<file path="src/rtl/sa6_pkg.sv">
package sa6_pkg;

    localparam int SA6_NIB_W = 4;
    localparam int SA6_N_CLS = 6;

    typedef enum logic [1:0] {
        NB_IDLE      = 2'd0,
        NB_WAIT_MARK = 2'd1,
        NB_COLLECT   = 2'd2
    } nib_state_t;

    typedef enum logic [2:0] {
        CLS_8 = 3'd0,
        CLS_A = 3'd1,
        CLS_C = 3'd2,
        CLS_E = 3'd3,
        CLS_F = 3'd4,
        CLS_X = 3'd5
    } sa6_cls_t;

    function automatic sa6_cls_t sa6_classify(input logic [SA6_NIB_W-1:0] nib);
        sa6_cls_t c;
        case (nib)
            4'b1000: c = CLS_8;
            4'b1010: c = CLS_A;
            4'b1100: c = CLS_C;
            4'b1110: c = CLS_E;
            4'b1111: c = CLS_F;
            default: c = CLS_X;
        endcase
        return c;
    endfunction

endpackage

</file>
<file path="src/rtl/sa6_nibbler.sv">
module sa6_nibbler
    import sa6_pkg::*;
#(
    parameter int NIB_W = SA6_NIB_W
) (
    input  logic             clk,
    input  logic             rst_n,
    input  logic             bit_i,
    input  logic             stb_i,
    input  logic             mark_i,
    input  logic             frm_ok_i,
    input  logic             mf_ok_i,
    input  logic             sync_i,
    output logic             nib_vld_o,
    output logic [NIB_W-1:0] nib_o,
    output logic             flush_o
);

    localparam int CW = $clog2(NIB_W) + 1;
    localparam logic [CW-1:0] LAST_POS = CW'(NIB_W - 1);

    nib_state_t       state_q, state_d;
    logic [NIB_W-2:0] sh_q;
    logic [CW-1:0]    cnt_q;
    logic             restart, cont, complete;

    // a strobe that opens a fresh nibble
    always_comb begin
        restart = 1'b0;
        if (stb_i && frm_ok_i) begin
            if (sync_i) restart = mark_i;
            else        restart = (state_q != NB_COLLECT);
        end
    end

    assign cont     = stb_i && frm_ok_i && (state_q == NB_COLLECT) && !restart;
    assign complete = cont && (cnt_q == LAST_POS);

    // state register
    always_ff @(posedge clk or negedge rst_n) begin
        if (!rst_n) state_q <= NB_IDLE;
        else        state_q <= state_d;
    end

    // next state
    always_comb begin
        state_d = state_q;
        if (!frm_ok_i) begin
            state_d = NB_IDLE;
        end else begin
            unique case (state_q)
                NB_IDLE:      state_d = (sync_i && !restart) ? NB_WAIT_MARK : NB_COLLECT;
                NB_WAIT_MARK: state_d = restart ? NB_COLLECT : NB_WAIT_MARK;
                NB_COLLECT:   state_d = (complete && sync_i) ? NB_WAIT_MARK : NB_COLLECT;
                default:      state_d = NB_IDLE;
            endcase
        end
    end

    // bit shifter and position counter
    always_ff @(posedge clk or negedge rst_n) begin
        if (!rst_n) begin
            sh_q  <= '0;
            cnt_q <= '0;
        end else if (!frm_ok_i || state_q == NB_IDLE && !restart) begin
            cnt_q <= '0;
        end else if (restart) begin
            sh_q  <= {sh_q[NIB_W-3:0], bit_i};
            cnt_q <= CW'(1);
        end else if (cont) begin
            sh_q  <= {sh_q[NIB_W-3:0], bit_i};
            cnt_q <= complete ? '0 : cnt_q + CW'(1);
        end
    end

    // outputs
    always_comb begin
        nib_o     = {sh_q, bit_i};
        nib_vld_o = complete && (!sync_i || mf_ok_i);
        flush_o   = !frm_ok_i || (sync_i && !mf_ok_i);
    end

    a_r8_nibble_only_when_collecting: assert property (@(posedge clk) disable iff (!rst_n)
        nib_vld_o |-> state_q == NB_COLLECT);

    a_r7_idle_after_frame_loss: assert property (@(posedge clk) disable iff (!rst_n)
        !frm_ok_i |=> state_q == NB_IDLE);

    a_r9_wait_needs_mark: assert property (@(posedge clk) disable iff (!rst_n)
        (state_q == NB_WAIT_MARK && !(stb_i && mark_i)) |=> state_q != NB_COLLECT);

endmodule

</file>
<file path="src/rtl/sa6_confirm.sv">
module sa6_confirm
    import sa6_pkg::*;
#(
    parameter int NIB_W       = SA6_NIB_W,
    parameter int CONFIRM_CNT = 3
) (
    input  logic             clk,
    input  logic             rst_n,
    input  logic             flush_i,
    input  logic             nib_vld_i,
    input  logic [NIB_W-1:0] nib_i,
    output logic             hit_o,
    output sa6_cls_t         hit_cls_o,
    output logic             chg_irq_o
);

    localparam int RW = $clog2(CONFIRM_CNT + 1);
    localparam logic [RW-1:0] REP_MAX  = RW'(CONFIRM_CNT);
    localparam logic [RW-1:0] REP_NEED = RW'(CONFIRM_CNT - 1);

    logic [NIB_W-1:0] last_q;
    logic [RW-1:0]    rep_q;
    logic             conf_vld_q;
    sa6_cls_t         conf_cls_q;
    logic             irq_q;
    logic             same;
    sa6_cls_t         cls_now;

    always_comb begin
        cls_now   = sa6_classify(nib_i);
        same      = (rep_q != '0) && (nib_i == last_q);
        hit_o     = nib_vld_i && !flush_i && same && (rep_q >= REP_NEED);
        hit_cls_o = cls_now;
        chg_irq_o = irq_q;
    end

    always_ff @(posedge clk or negedge rst_n) begin
        if (!rst_n) begin
            last_q     <= '0;
            rep_q      <= '0;
            conf_vld_q <= 1'b0;
            conf_cls_q <= CLS_X;
            irq_q      <= 1'b0;
        end else begin
            irq_q <= 1'b0;
            if (flush_i) begin
                rep_q      <= '0;
                conf_vld_q <= 1'b0;
            end else if (nib_vld_i) begin
                last_q <= nib_i;
                if (same) rep_q <= (rep_q == REP_MAX) ? rep_q : rep_q + RW'(1);
                else      rep_q <= RW'(1);
                if (hit_o) begin
                    irq_q      <= !conf_vld_q || (conf_cls_q != cls_now);
                    conf_vld_q <= 1'b1;
                    conf_cls_q <= cls_now;
                end
            end
        end
    end

    a_r6_pulse_single_cycle: assert property (@(posedge clk) disable iff (!rst_n)
        chg_irq_o |=> !chg_irq_o);

    a_r7_no_pulse_after_flush: assert property (@(posedge clk) disable iff (!rst_n)
        flush_i |=> !chg_irq_o);

    a_r6_pulse_needs_hit: assert property (@(posedge clk) disable iff (!rst_n)
        !hit_o |=> !chg_irq_o);

endmodule

</file>
<file path="src/rtl/sa6_sticky.sv">
module sa6_sticky
    import sa6_pkg::*;
#(
    parameter int N_CLS = SA6_N_CLS
) (
    input  logic             clk,
    input  logic             rst_n,
    input  logic             rd_i,
    input  logic             set_i,
    input  sa6_cls_t         cls_i,
    output logic [N_CLS-1:0] stat_o
);

    logic [N_CLS-1:0] set_vec;
    logic [N_CLS-1:0] stat_q;

    always_comb begin
        for (int i = 0; i < N_CLS; i++) begin
            set_vec[i] = set_i && (int'(cls_i) == i);
        end
        stat_o = stat_q;
    end

    always_ff @(posedge clk or negedge rst_n) begin
        if (!rst_n)    stat_q <= '0;
        else if (rd_i) stat_q <= set_vec;
        else           stat_q <= stat_q | set_vec;
    end

    a_r1_one_class_per_hit: assert property (@(posedge clk) disable iff (!rst_n)
        $onehot0(set_vec));

    a_r4_flags_sticky: assert property (@(posedge clk) disable iff (!rst_n)
        !rd_i |=> (stat_o & $past(stat_o)) == $past(stat_o));

    a_r5_read_clears: assert property (@(posedge clk) disable iff (!rst_n)
        (rd_i && !set_i) |=> stat_o == '0);

    a_r5_set_wins: assert property (@(posedge clk) disable iff (!rst_n)
        set_i |=> (stat_o & $past(set_vec)) == $past(set_vec));

endmodule

</file>
<file path="src/rtl/sa6_watch.sv">
module sa6_watch
    import sa6_pkg::*;
#(
    parameter int NIB_W       = SA6_NIB_W,
    parameter int N_CLS       = SA6_N_CLS,
    parameter int CONFIRM_CNT = 3
) (
    input  logic             clk,
    input  logic             rst_n,
    input  logic             sa6_bit,
    input  logic             sa6_stb,
    input  logic             smf_mark,
    input  logic             frame_ok,
    input  logic             mframe_ok,
    input  logic             smf_align_mode,
    input  logic             stat_rd,
    output logic [N_CLS-1:0] stat_q,
    output logic             code_chg_irq
);

    logic             nib_vld;
    logic [NIB_W-1:0] nib;
    logic             flush;
    logic             hit;
    sa6_cls_t         hit_cls;

    sa6_nibbler #(.NIB_W(NIB_W)) u_nibbler (
        .clk       (clk),
        .rst_n     (rst_n),
        .bit_i     (sa6_bit),
        .stb_i     (sa6_stb),
        .mark_i    (smf_mark),
        .frm_ok_i  (frame_ok),
        .mf_ok_i   (mframe_ok),
        .sync_i    (smf_align_mode),
        .nib_vld_o (nib_vld),
        .nib_o     (nib),
        .flush_o   (flush)
    );

    sa6_confirm #(.NIB_W(NIB_W), .CONFIRM_CNT(CONFIRM_CNT)) u_confirm (
        .clk       (clk),
        .rst_n     (rst_n),
        .flush_i   (flush),
        .nib_vld_i (nib_vld),
        .nib_i     (nib),
        .hit_o     (hit),
        .hit_cls_o (hit_cls),
        .chg_irq_o (code_chg_irq)
    );

    sa6_sticky #(.N_CLS(N_CLS)) u_sticky (
        .clk    (clk),
        .rst_n  (rst_n),
        .rd_i   (stat_rd),
        .set_i  (hit),
        .cls_i  (hit_cls),
        .stat_o (stat_q)
    );

    a_r7_frame_loss_no_new_flag: assert property (@(posedge clk) disable iff (!rst_n)
        (!frame_ok && !stat_rd) |=> stat_q == $past(stat_q));

    a_r6_pulse_with_flag: assert property (@(posedge clk) disable iff (!rst_n)
        code_chg_irq |-> stat_q != '0);

endmodule

</file>
<file path="config.mk">
export PLATFORM = sky130hd
export DESIGN_NAME = sa6_watch
export DESIGN_NICKNAME = d
export VERILOG_FILES = /design/src/rtl/sa6_pkg.sv /design/src/rtl/sa6_nibbler.sv /design/src/rtl/sa6_confirm.sv /design/src/rtl/sa6_sticky.sv /design/src/rtl/sa6_watch.sv
export SDC_FILE = /design/constraint.sdc
export NUM_CORES = 1
export LEC_CHECK = 0
export BUFFER_PORTS_ARGS = -buffer_cell sky130_fd_sc_hd__buf_2
export CAP_MARGIN = 0
export CORE_MARGIN = 8
export CORE_UTILIZATION = 45
export DETAILED_ROUTE_END_ITERATION = 7
export PLACE_DENSITY = 0.67
export SLEW_MARGIN = 20
export SYNTH_ARGS = -nofsm -noshare
export SYNTH_HDL_FRONTEND = slang
export SYNTH_SLANG_ARGS = --single-unit
</file>
<file path="constraint.sdc">
create_clock -name clk -period 1.9 [get_ports clk]
set_clock_uncertainty 0.15 [all_clocks]
set_input_delay 0.38 -clock clk [delete_from_list [all_inputs] [get_ports clk]]
set_output_delay 0.38 -clock clk [all_outputs]
set_load 0.05 [all_outputs]
</file>
; Yosys cells after proc, flatten, opt, wreduce, memory -nomap -nowiden
; Cells that the tools add are included.
[op_classes]
n_reduce_logical = 41
addsub = 2
magnitude_cmp = 1
bitwise = 3
muxes = 25
eq_ne = 18
[op_table]
columns = op, count
row1 = 4-bit == test (second input constant), 5
row2 = 1-bit logical AND, 19
row3 = 3-bit two-way mux, 6
row4 = 2-bit two-way mux, 8
row5 = 3-bit one-hot mux with 5 select lines, 1
row6 = 3-bit == test (second input constant), 4
row7 = 1-bit two-way mux, 8
row8 = 2-bit AND reduction, 4
row9 = 2-bit nonzero test, 4
row10 = 3-bit by 2-bit == test with 1-bit output (second input constant), 2
row11 = 1-bit zero test, 6
row12 = 6-bit two-way mux, 1
row13 = 6-bit bitwise OR, 1
row14 = 2-bit one-hot mux with 3 select lines, 1
row15 = 2-bit == test (second input constant), 2
row16 = 4-bit == test, 1
row17 = 1-bit logical OR, 4
row18 = 3-bit by 1-bit adder with 3-bit output (second input constant), 1
row19 = 3-bit zero test, 1
row20 = 3-bit by 2-bit != test with 1-bit output (second input constant), 1
row21 = 3-bit != test, 1
row22 = 3-bit AND reduction, 1
row23 = 3-bit nonzero test, 1
row24 = 2-bit by 1-bit adder with 2-bit output (second input constant), 1
row25 = other kinds (5), 6
[word_totals]
ff_bits = 25
in_bits = 9
out_inout_bits = 7
wordCells = 99

; Longest topological paths before layout
[logic_depth]
depth_word = 13
mapped_depth = 6
mapped_depth_nobuf = 5

; Cells and area by module
; From an unflattened synthesis, not the netlist that was laid out.
[hier_totals]
cells_unflattened = 129
area_unflattened_um2 = 1387.6
[modules_own_cells]
columns = mod, seq_area_each_um2, cells_per_inst, instances, area_each_um2
row1 = sa6_confirm, 277.8, 59, 1, 635.6
row2 = sa6_nibbler, 200.2, 47, 1, 493.0
row3 = sa6_sticky, 150.1, 23, 1, 259.0

; Worst setup path before layout
; Ideal clock, no wire load.
[synth_timing]
path_type = flip-flop to flip-flop
from = register u_nibbler.cnt_q[0]
to = register u_confirm.last_q[2]
slack_ns = -0.027
path_buffers = 0
setup_ns = 0.128
t_required_ns = 1.622
arrival_time_ns = 1.649
period_less_slack_ns = 1.927
path_stages_with_launch = 6
cell_sequence = dfrtp_1 ha_1 nand2b_1 or4b_4 nor2_2 mux2_1
[synth_between]
elab_chain_cells = 4
[synth_rtl]
columns = element, line
row1 = start: declaration, sa6_nibbler.sv:24  ; logic [CW-1:0] cnt_q;
row2 = start signal: assignment, sa6_nibbler.sv:72  ; cnt_q <= complete ? '0 : cnt_q + CW'(1);
row3 = 3-bit by 2-bit == test with 1-bit output, sa6_nibbler.sv:37  ; assign complete = cont && (cnt_q == LAST_POS);
row4 = 1-bit logical AND, sa6_nibbler.sv:37
row5 = 1-bit logical AND, sa6_nibbler.sv:79  ; nib_vld_o = complete && (!sync_i || mf_ok_i);
row6 = 2-bit AND reduction (no line), -
row7 = end signal: assignment, sa6_confirm.sv:50  ; last_q <= nib_i;
row8 = end: declaration, sa6_confirm.sv:21  ; logic [NIB_W-1:0] last_q;
; Every way passes these cells.
; A chain may end at the register's enable or synchronous reset.

; Worst setup path after layout
[layout_timing]
from = register u_nibbler.cnt_q[1]
to = register u_confirm.last_q[3]
; The elaborated chain is that of the path after synthesis.

==> flow_summary.ini <==
[status]
violations = negative setup slack
outcome = finished, violations left

[critical_path]
critical_path_required_ns = 1.97
critPathMaxFanout = 4
worst_ep_arrival_time_ns = 1.97
reg2reg_from = u_nibbler.cnt_q[1]
timing.critical_path.to_type = flop
critical_path.startpoint = u_nibbler.cnt_q[1]
worst_setup_path_start_kind = flop
timing.setup.critical_path_class = flop to flop

[hold_path]
min_from = stat_rd
hold_path.class = input pin to flop

[logic_synthesis]
distinct_cell_type_count_after_synthesis = 45
ffs_latches_synth = 25
synth_compound_area_frac = 0.155
post_synth_main_area_contributors = sky130_fd_sc_hd__dfrtp_1 (42%), sky130_fd_sc_hd__mux2_2 (4.2%), sky130_fd_sc_hd__dfstp_2 (3.9%)
synth_commonest_cells = sky130_fd_sc_hd__dfrtp_1 (23), sky130_fd_sc_hd__inv_1 (10), sky130_fd_sc_hd__nand2_1 (8)
synth_fa_ha_area_frac = 0.0369
main_combinational_cell_family_by_area_after_synthesis = simple AND/OR/NAND/NOR gates
synth_area_per_cell_um2 = 10.8
post_synth_and_or_nand_nor_area_fraction = 0.175
synth-seq-area-share = 0.464
yosys.area.top_type_share = 0.425
synthMuxAreaShare = 0.0822
yosys_most_used_dff = sky130_fd_sc_hd__dfrtp_1
synth_nets = 139
post_syn_area_um2 = 1360
post-synth-top-count-cell = sky130_fd_sc_hd__dfrtp_1
async_flop_share = 1.00
syn-instance-count = 126
post_synth_edffs = 0
yosysWarnings = 0
yosys.area_share.xor_xnor = 0.0388
yosysTopAreaCell = sky130_fd_sc_hd__dfrtp_1

[die]
die_outline_area_um2 = 5020
die_w_um = 70.9
core.rowCount = 20
num_io_pins = 16
core_area_um2 = 2950
die_y_um = 70.9
starting_density_of_the_core = 0.459

[cells_and_area]
fin_nets = 176
areaGrowthSynthToFinish_pct = 23.7
antenna_cells = 0
final_cells = 195
ratio_of_cells_with_drive_above_1_in_the_final_layout = 0.383
fin_util = 0.568

[sta]
hold_violation_count_in_the_final_report = 0
postLayoutSetupSlackWorst_ns = -0.00227
max_freq_mhz = 526
setup_failing_eps_final = 2
period_needed_ns = 1.90
slew_viol_final = 0
timing.final.crit_share = 1.00
max_slew_margin_vs_limit = 0.631
timing_worst_slew_pin_value_ns = 0.554
grt_setup_unrepaired = yes

[global_route]
total_overflow_reported_by_the_global_router = 0
grt_pass1_wl_mm = 4.81
grt_use_met2 = 0.202
antenna_found_initial = 0
met3_usage = 0.0410
most_utilized_layer_in_the_global_route_result = met2
globalRouteMet1Util = 0.129
grt_pass1_vias = 1097
grt_start_max_net_pins = 26
grt_usage = 0.115

[pwr]
fin_total_pwr_w = 0.00109
cellLeakagePower_nw = 0.808
ir_worst_vdd_v = 0.000552
pwr_density_cell_nw_per_um2 = 653

[route]
drtAntennaViolNets = 0
vias = 1039
dr.pass1.iters = 4
drt_first_iter_violations = 80
drc_errors = 0
routed_wirelength_mm = 2.72
routedWlPerCell_um = 13.9
via_per_inst = 5.33

[place]
placedCellCount = 185
final_estimated_routing_congestion_in_global_placement = 0.793
dpl_worst_slack_ns = -0.0339
post-dp-hpwl_mm = 1.99
io_buffers = 15

[clocking]
cts_num_sinks = 25
cts_tree = done
worstSkewPairLatency_ns = 0.32
cts.clk_slew.worst_paths_ns = 0.13
cts_made_buffers = 3
clockBufferDepth = 2
cts.root.buffer_cell = sky130_fd_sc_hd__clkbuf_4
cts_max_level = 1

[flow_run]
reported_max_cap_violation_count = 0
[where the power goes]
part | total (W) | internal (W) | switching (W)
registers | 0.000576 | 0.000558 | 0.0000182
logic | 0.000285 | 0.000134 | 0.000151
clock network | 0.000234 | 0.0000822 | 0.000151
[cell type report]
cell class / count / area [um2]
Timing Repair Buffer: 37 / 243
Tap cell: 33 / 41.3
Clock buffer: 4 / 26.3
Inverter: 10 / 37.5
Fill cell: 264 / 1280
Sequential cell: 25 / 628
Multi-Input combinational cell: 86 / 701
[metrics by stage]
stage	TNS, ns	area [um2]	hold WS [ns]
floorplan	0	1360	-0.0656
global placement	0	1570	0.246
detailed placement	-0.106	1570	0.251
CTS	-0.0842	1640	0.167
global route	-0.307	1680	0.147
finish	-0.00270	1680	0.175
[worst paths after layout]
| kind | cells after the start | endpoint | slack, ns |
|---|---|---|---|
| max | 5 | u_confirm.last_q[3] | -0.002 |
| max reg2reg | 5 | u_confirm.last_q[3] | -0.002 |
| min in group asynchronous | 2 | u_sticky.stat_o[3] | 0.42 |
| max in group asynchronous | 2 | u_confirm.conf_cls_q[2] | 0.81 |
| min | 2 | u_sticky.stat_o[4] | 0.18 |
| min reg2reg | 1 | u_confirm.chg_irq_o | 0.32 |
[routing by layer]
| metal | routed length [um] | up-vias |
|---|---|---|
| met5 | 0 | - |
| met4 | 45 | 0 |
| met3 | 136 | 6 |
| met2 | 1350 | 21 |
| met1 | 1190 | 489 |
| li1 | - | 523 |
[critical path, cell delays in order (launching register included)]
cell and delay [ns]:
sky130_fd_sc_hd__dfrtp_1 0.41, sky130_fd_sc_hd__ha_4 0.16, sky130_fd_sc_hd__nand2b_4 0.06, sky130_fd_sc_hd__or4b_4 0.52, sky130_fd_sc_hd__nor2_4 0.18, sky130_fd_sc_hd__mux2_4 0.32
[sequential cells by signal, summed over array words and instances, names as in the netlist, 2 cells and up]
signal / flops
u_nibbler.sh_q: 3
u_nibbler.state_q: 2
u_confirm.conf_cls_q: 3
u_confirm.rep_q: 2
u_sticky.stat_o: 6
u_confirm.last_q: 4
u_nibbler.cnt_q: 3
[kinds of logic (layout without fill, tap and decap cells)]
family | after synthesis | in the layout
and+or+nand+nor | 40 | 40
AOI/OAI and AO/OA | 26 | 26
DFF | 25 | 25
buffers and inverters | 15 | 51
muxes | 10 | 10
xor gates and xnor gates | 6 | 6
adders and majority gates | 4 | 4
[placed cells by master, fill, tap and decap left out, types with 4 or more instances in the layout]
master	synthesis	final
sky130_fd_sc_hd__mux2_2	5	5
sky130_fd_sc_hd__nor2_1	6	6
sky130_fd_sc_hd__inv_1	10	10
sky130_fd_sc_hd__nand2_1	8	8
sky130_fd_sc_hd__o22ai_1	4	4
sky130_fd_sc_hd__buf_4	0	21
sky130_fd_sc_hd__xor2_1	5	5
sky130_fd_sc_hd__nand4_1	4	4
sky130_fd_sc_hd__mux2_4	0	4
sky130_fd_sc_hd__dfrtp_1	23	23
sky130_fd_sc_hd__buf_2	2	15
sky130_fd_sc_hd__nand3_1	5	5
[what timing repair did]
action | 4_1_cts | 5_1_grt
endpoints found under the hold margin | 23 | 0
setup buffers | 1 | 4
hold buffers | 1 | 0
endpoints found under the setup margin | 5 | 9
pin swaps | 2 | 3
gates resized for setup | 5 | 2
(Power assumes the default switching activity.)
